### config.mk
export PLATFORM = sky130hd
export DESIGN_NAME = rng_reg_block
export DESIGN_NICKNAME = d
export VERILOG_FILES = /design/src/rtl/rng_regs_pkg.sv /design/src/rtl/rng_lfsr_src.sv /design/src/rtl/rng_byte_gather.sv /design/src/rtl/rng_reg_decode.sv /design/src/rtl/rng_reg_block.sv
export SDC_FILE = /design/constraint.sdc
export NUM_CORES = 1
export LEC_CHECK = 0
export CAP_MARGIN = 20
export CORE_ASPECT_RATIO = 1.25
export CORE_MARGIN = 2
export CORE_UTILIZATION = 50
export CTS_CLUSTER_DIAMETER = 30
export DETAILED_ROUTE_END_ITERATION = 6
export PLACE_DENSITY_LB_ADDON = 0.12
export SYNTH_ARGS = -nofsm -noshare
export SYNTH_HDL_FRONTEND = slang
export SYNTH_SLANG_ARGS = --single-unit
export TNS_END_PERCENT = 10
### constraint.sdc
create_clock -name clk -period 1.9 [get_ports clk]
set_clock_uncertainty 0.15 [all_clocks]
set_input_delay 0.19 -clock clk [delete_from_list [all_inputs] [get_ports clk]]
set_output_delay 0.19 -clock clk [all_outputs]
set_load 0.01 [all_outputs]
### src/rtl/rng_regs_pkg.sv
package rng_regs_pkg;
    // register offsets inside the window
    localparam int unsigned OFS_HWCTL = 0;
    localparam int unsigned OFS_FLAGS = 1;
    localparam int unsigned OFS_BYTE  = 2;
    // bit positions
    localparam int unsigned PRESENT_BIT = 6;
    localparam int unsigned ENABLE_BIT  = 0;
    localparam int unsigned READY_BIT   = 0;
endpackage

### src/rtl/rng_lfsr_src.sv
module rng_lfsr_src #(
    parameter int unsigned   LFSR_W    = 16,
    parameter logic [LFSR_W-1:0] LFSR_TAPS = 16'hB400,
    parameter logic [LFSR_W-1:0] LFSR_SEED = 16'hACE1
) (
    input  logic clk,
    input  logic rst_n,
    input  logic shift_en,
    output logic bit_o
);
    typedef struct packed {
        logic [LFSR_W-1:0] lfsr;
    } src_st_t;

    src_st_t st_d, st_q;
    logic    fb;

    always_comb begin
        fb   = ^(st_q.lfsr & LFSR_TAPS);
        st_d = st_q;
        if (shift_en) begin
            st_d.lfsr = {st_q.lfsr[LFSR_W-2:0], fb};
        end
    end

    assign bit_o = fb;

    always_ff @(posedge clk or negedge rst_n) begin
        if (!rst_n) begin
            st_q.lfsr <= LFSR_SEED;
        end else begin
            st_q <= st_d;
        end
    end


    src_freeze_chk: assert property (@(posedge clk) disable iff (!rst_n)
        !shift_en |=> $stable(st_q.lfsr));


    src_insert_chk: assert property (@(posedge clk) disable iff (!rst_n)
        shift_en |=> st_q.lfsr[0] == $past(bit_o));
endmodule

### src/rtl/rng_byte_gather.sv
module rng_byte_gather #(
    parameter int unsigned DATA_W = 8
) (
    input  logic              clk,
    input  logic              rst_n,
    input  logic              enable,
    input  logic              bit_i,
    input  logic              take,
    output logic              collect_o,
    output logic              ready_o,
    output logic [DATA_W-1:0] byte_o
);
    localparam int unsigned CNT_W = $clog2(DATA_W);
    localparam logic [CNT_W-1:0] LAST_CNT = CNT_W'(DATA_W - 1);

    typedef struct packed {
        logic [DATA_W-1:0] shreg;
        logic [CNT_W-1:0]  cnt;
        logic [DATA_W-1:0] data;
        logic              ready;
    } gat_st_t;

    gat_st_t           st_d, st_q;
    logic              collect;
    logic [DATA_W-1:0] shifted;

    always_comb begin
        collect = enable && !st_q.ready;
        shifted = {st_q.shreg[DATA_W-2:0], bit_i};
        st_d    = st_q;
        if (take) begin
            st_d.ready = 1'b0;
        end
        if (collect) begin
            st_d.shreg = shifted;
            if (st_q.cnt == LAST_CNT) begin
                st_d.cnt   = '0;
                st_d.data  = shifted;
                st_d.ready = 1'b1;
            end else begin
                st_d.cnt = st_q.cnt + 1'b1;
            end
        end
    end

    assign collect_o = collect;
    assign ready_o   = st_q.ready;
    assign byte_o    = st_q.data;

    always_ff @(posedge clk or negedge rst_n) begin
        if (!rst_n) begin
            st_q <= '0;
        end else begin
            st_q <= st_d;
        end
    end


    ready_clear_chk: assert property (@(posedge clk) disable iff (!rst_n)
        take |=> !st_q.ready);


    hold_stable_chk: assert property (@(posedge clk) disable iff (!rst_n)
        (st_q.ready && !take) |=> (st_q.ready && $stable(st_q.data)));


    byte_done_chk: assert property (@(posedge clk) disable iff (!rst_n)
        $rose(st_q.ready) |-> $past(st_q.cnt) == LAST_CNT);


    idle_hold_chk: assert property (@(posedge clk) disable iff (!rst_n)
        !enable |=> ($stable(st_q.cnt) && $stable(st_q.shreg)));
endmodule

### src/rtl/rng_reg_decode.sv
module rng_reg_decode #(
    parameter int unsigned ADDR_W = 2,
    parameter int unsigned DATA_W = 8
) (
    input  logic              clk,
    input  logic              rst_n,
    input  logic [ADDR_W-1:0] addr_i,
    input  logic [DATA_W-1:0] wdata_i,
    input  logic              we_i,
    input  logic              re_i,
    input  logic              ready_i,
    input  logic [DATA_W-1:0] byte_i,
    output logic              enable_o,
    output logic              take_o,
    output logic [DATA_W-1:0] rdata_o
);
    import rng_regs_pkg::*;

    localparam logic [ADDR_W-1:0] A_HW   = ADDR_W'(OFS_HWCTL);
    localparam logic [ADDR_W-1:0] A_FLG  = ADDR_W'(OFS_FLAGS);
    localparam logic [ADDR_W-1:0] A_BYTE = ADDR_W'(OFS_BYTE);

    typedef struct packed {
        logic en;
    } dec_st_t;

    dec_st_t st_d, st_q;
    logic    wdata_unused;

    assign wdata_unused = ^wdata_i;

    always_comb begin
        st_d = st_q;
        if (we_i && addr_i == A_HW) begin
            st_d.en = wdata_i[ENABLE_BIT];
        end
    end

    always_comb begin
        rdata_o = '0;
        if (addr_i == A_HW) begin
            rdata_o[PRESENT_BIT] = 1'b1;
            rdata_o[ENABLE_BIT]  = st_q.en;
        end else if (addr_i == A_FLG) begin
            rdata_o[READY_BIT] = ready_i;
        end else if (addr_i == A_BYTE) begin
            rdata_o = byte_i;
        end
    end

    assign take_o   = re_i && addr_i == A_BYTE;
    assign enable_o = st_q.en;

    always_ff @(posedge clk or negedge rst_n) begin
        if (!rst_n) begin
            st_q <= '0;
        end else begin
            st_q <= st_d;
        end
    end


    enable_write_chk: assert property (@(posedge clk) disable iff (!rst_n)
        (we_i && addr_i == A_HW) |=> enable_o == $past(wdata_i[ENABLE_BIT]));


    enable_keep_chk: assert property (@(posedge clk) disable iff (!rst_n)
        !(we_i && addr_i == A_HW) |=> $stable(enable_o));
endmodule

### src/rtl/rng_reg_block.sv
module rng_reg_block #(
    parameter int unsigned       ADDR_W    = 2,
    parameter int unsigned       DATA_W    = 8,
    parameter int unsigned       LFSR_W    = 16,
    parameter logic [LFSR_W-1:0] LFSR_TAPS = 16'hB400,
    parameter logic [LFSR_W-1:0] LFSR_SEED = 16'hACE1
) (
    input  logic              clk,
    input  logic              rst_n,
    input  logic [ADDR_W-1:0] bus_addr,
    input  logic [DATA_W-1:0] bus_wdata,
    input  logic              bus_we,
    input  logic              bus_re,
    output logic [DATA_W-1:0] bus_rdata
);
    logic              enable;
    logic              take;
    logic              collect;
    logic              src_bit;
    logic              ready;
    logic [DATA_W-1:0] held_byte;

    rng_reg_decode #(.ADDR_W(ADDR_W), .DATA_W(DATA_W)) u_decode (
        .clk      (clk),
        .rst_n    (rst_n),
        .addr_i   (bus_addr),
        .wdata_i  (bus_wdata),
        .we_i     (bus_we),
        .re_i     (bus_re),
        .ready_i  (ready),
        .byte_i   (held_byte),
        .enable_o (enable),
        .take_o   (take),
        .rdata_o  (bus_rdata)
    );

    rng_lfsr_src #(.LFSR_W(LFSR_W), .LFSR_TAPS(LFSR_TAPS), .LFSR_SEED(LFSR_SEED)) u_src (
        .clk      (clk),
        .rst_n    (rst_n),
        .shift_en (collect),
        .bit_o    (src_bit)
    );

    rng_byte_gather #(.DATA_W(DATA_W)) u_gather (
        .clk       (clk),
        .rst_n     (rst_n),
        .enable    (enable),
        .bit_i     (src_bit),
        .take      (take),
        .collect_o (collect),
        .ready_o   (ready),
        .byte_o    (held_byte)
    );
endmodule

==> results.sh <==
export IMPL_outcome="complete, no violations"
export IMPL_gp_congestion=0.652
export IMPL_nets=140
export IMPL_initial_core_util=0.524
export IMPL_grt_total_usage=0.158
export IMPL_cts_sinks=36
export IMPL_crit_chain="clkdlybuf4s50_1 -> buf_4 -> a21oi_1 -> clkdlybuf4s50_1"
export IMPL_netlist_area_leader_share=0.458
export IMPL_fin_crit_ns=1.76
export IMPL_ant_nets=0
export IMPL_rsz0062_at_grt="false"
export IMPL_crit_family="buffers and inverters"
export IMPL_slowest_delay_ns=0.54
export IMPL_die_area_sq_um=3520
export IMPL_ys_seq_area_frac=0.595
export IMPL_critPathMaxFanout=4
export IMPL_total_power_mw=2.96
export IMPL_drc=0
export IMPL_cp_data_required_time_ns=1.56
export IMPL_grt_first_pass_wirelength_um=3860
export IMPL_holdWs_ns=0.106
export IMPL_rr_worst_depth=4
export IMPL_vdd_drop_max_v=0.00101
export IMPL_die_w_um=53.5
export IMPL_core_sq_um=2920
export IMPL_crit_slowest_cell="clkdlybuf4s50_1"
export IMPL_fmaxAchievable_mhz=569
export IMPL_crit_arrival_ns=1.42
export IMPL_power_density_nw_per_um2=1630
export IMPL_totalWireLength_um=2140
export IMPL_multi_input_area_sq_um=577
export IMPL_grt_pass1_vias=904
export IMPL_r2r_end="u_gather.byte_o[5]"
export IMPL_grt_max_degree=37
export IMPL_area_growth_pct=18.5
export IMPL_synthDistinctLibCells=21
export IMPL_antenna_found_initial=0
export IMPL_fillers=248
export IMPL_critical_path_class="input port to primary output"
export IMPL_drive_gt1_frac=0.440
export IMPL_drv_cap=0
export IMPL_fin_crit_sh=0.924
export IMPL_synth_top_cell_by_area="dfrtp_1"
export IMPL_yosys_warnings=0
export IMPL_worstSkewPairLatency_ns=0.33
export IMPL_ys_seq_elements=36
export IMPL_synth_area_top_cells="dfrtp_1 (46%), mux2_2 (20%), dfstp_2 (14%)"
export IMPL_setup_tns_ns=0
export IMPL_drt_pass1_iter_count=3
export IMPL_hold_path_class="input port to async pin"
export IMPL_wl_per_cell_um=13.3
export IMPL_synth_fp_nets=117
export IMPL_worst_setup_path_end_kind="primary output"
export IMPL_seq_area_sq_um=911
export IMPL_drtIter0Drc=9
export IMPL_syn_inst=101
export IMPL_slew_headroom=0.711
export IMPL_cp_buffers_inverters=3
export IMPL_slew_viol_final=0
export IMPL_stdcell_area_sq_um=1810
export IMPL_pin_count=22
export IMPL_hold_viol=0
export IMPL_io_buffer_count=14
export IMPL_place_area_sq_um=1730
export IMPL_worst_slew_pin_slew_ns=0.433
export IMPL_crit_top_cell="clkdlybuf4s50_1"
export IMPL_via_per_inst=5.23
export IMPL_reg2reg_slack_ns=0.20
export IMPL_cts_tree="yes"
export IMPL_die_h_um=65.9
export IMPL_detailed_place_hpwl_um=1470
export IMPL_p_leak_nw=0.819
export IMPL_grt_overflow_total=0
export IMPL_setup_violations=0
export IMPL_syn_area_sq_um=1530
export IMPL_root_buffer="clkbuf_4"
export IMPL_antenna_cells=0
export IMPL_numCtsBuffers=5
export IMPL_rows=22
export IMPL_vias=842
export IMPL_clk_pin_slew_ns=0.10
export IMPL_cts_hold_buf=0
export IMPL_r2r_start="u_gather.st_q[9]"
export IMPL_start_kind="input port"
export IMPL_synth_area_per_cell_sq_um=15.2
export IMPL_cts_max_level=2
export IMPL_cts_buffer_depth=2
flip-flops by register name (all words and copies together), names as in the netlist:
name	count
u_decode.enable_o	1
u_gather.byte_o	8
u_gather.ready_o	1
u_gather.shifted	7
u_gather.st_q	3
u_src.st_q	16
power by group:
group	switching (mW)	internal (mW)
registers	0.216	1.20
clock network	0.239	0.349
logic	0.340	0.613
total	0.795	2.16
cell usage in the layout, fill, tap and decap left out, drive strengths merged, types with 3 or more instances in the layout:
| cell | Yosys | routed |
|---|---|---|
| dfstp | 8 | 8 |
| dlygate4sd2 | 0 | 7 |
| nor2 | 4 | 4 |
| nand2 | 3 | 3 |
| clkdlybuf4s50 | 0 | 7 |
| a21oi | 3 | 3 |
| xnor2 | 3 | 3 |
| buf | 3 | 5 |
| clkbuf | 0 | 7 |
| dfrtp | 28 | 28 |
| and2 | 6 | 6 |
| mux2 | 32 | 32 |
worst reg2reg max path: stages (launching register included):
cell,delay (ns)
dfrtp_1,0.41
ha_1,0.21
ha_1,0.22
nand3b_2,0.22
mux2_2,0.38
timing repair:
action                                  CTS  global route
buffers inserted                          0             0
endpoints found under the hold margin     0             0
endpoints found under the setup margin    7             0
gates resized for setup                   7             0
area by class of cell:
type / instances / area share
timing repair buffer: 19 / 0.100
tap: 36 / 0.0248
inverter: 1 / 0.00207
clock inverter: 1 / 0.0166
multi-input combinational: 61 / 0.318
sequential: 36 / 0.502
clock buffer: 7 / 0.0359
how the worst max path moves through the flow:
stage,start,to,slack (ns),depth (start not counted)
2_1_floorplan,u_gather.st_q[9],u_gather.byte_o[1],0.34,4
3_3_place_gp,bus_addr[1],bus_rdata[2],-0.03,5
3_5_place_dp,bus_addr[1],bus_rdata[0],-0.06,5
4_1_cts,u_gather.byte_o[6],bus_rdata[6],0.13,3
5_1_grt,u_gather.byte_o[6],bus_rdata[6],0.09,3
6_report,bus_addr[0],bus_rdata[6],0.14,4
per-layer routing:
metal	wire length, um	vias up	share of wire	track usage
met5	0	-	0	0
met2	1120	17	0.52	0.264
met3	101	4	0.047	0.0475
met1	871	428	0.41	0.169
met4	45	0	0.021	0.0962
li1	-	393	-	-
per-stage QoR:
step                 util  std cells  setup slack (ns)
finish              0.621        161             0.143
global route        0.621        161            0.0866
CTS                 0.621        161             0.131
detailed placement  0.592        153           -0.0637
global placement    0.592        153           -0.0303
floorplan               -        101             0.342
cells in the mapped netlist:
cell,instances
mux2_2,27
mux2_4,5
nor2b_1,1
buf_6,1
o21ai_0,2
a21oi_1,3
inv_1,1
nand2_1,3
nor2b_4,1
nor2_1,4
dfstp_2,8
buf_4,1
and2_1,6
ha_1,2
nand3b_1,1
xnor2_1,3
buf_12,1
dfrtp_1,28
a22o_1,1
mux2i_1,1
nand3b_2,1
logic make-up after synthesis:
kind of cell               share of synthesized area
AOI/OAI and AO/OA                             0.0221
muxes                                          0.254
DFF                                            0.595
adders and majority gates                     0.0164
xor gates and xnor gates                      0.0172
and+or+nand+nor                               0.0670
buffers and inverters                         0.0278
Power figures use the tool's default switching activity.
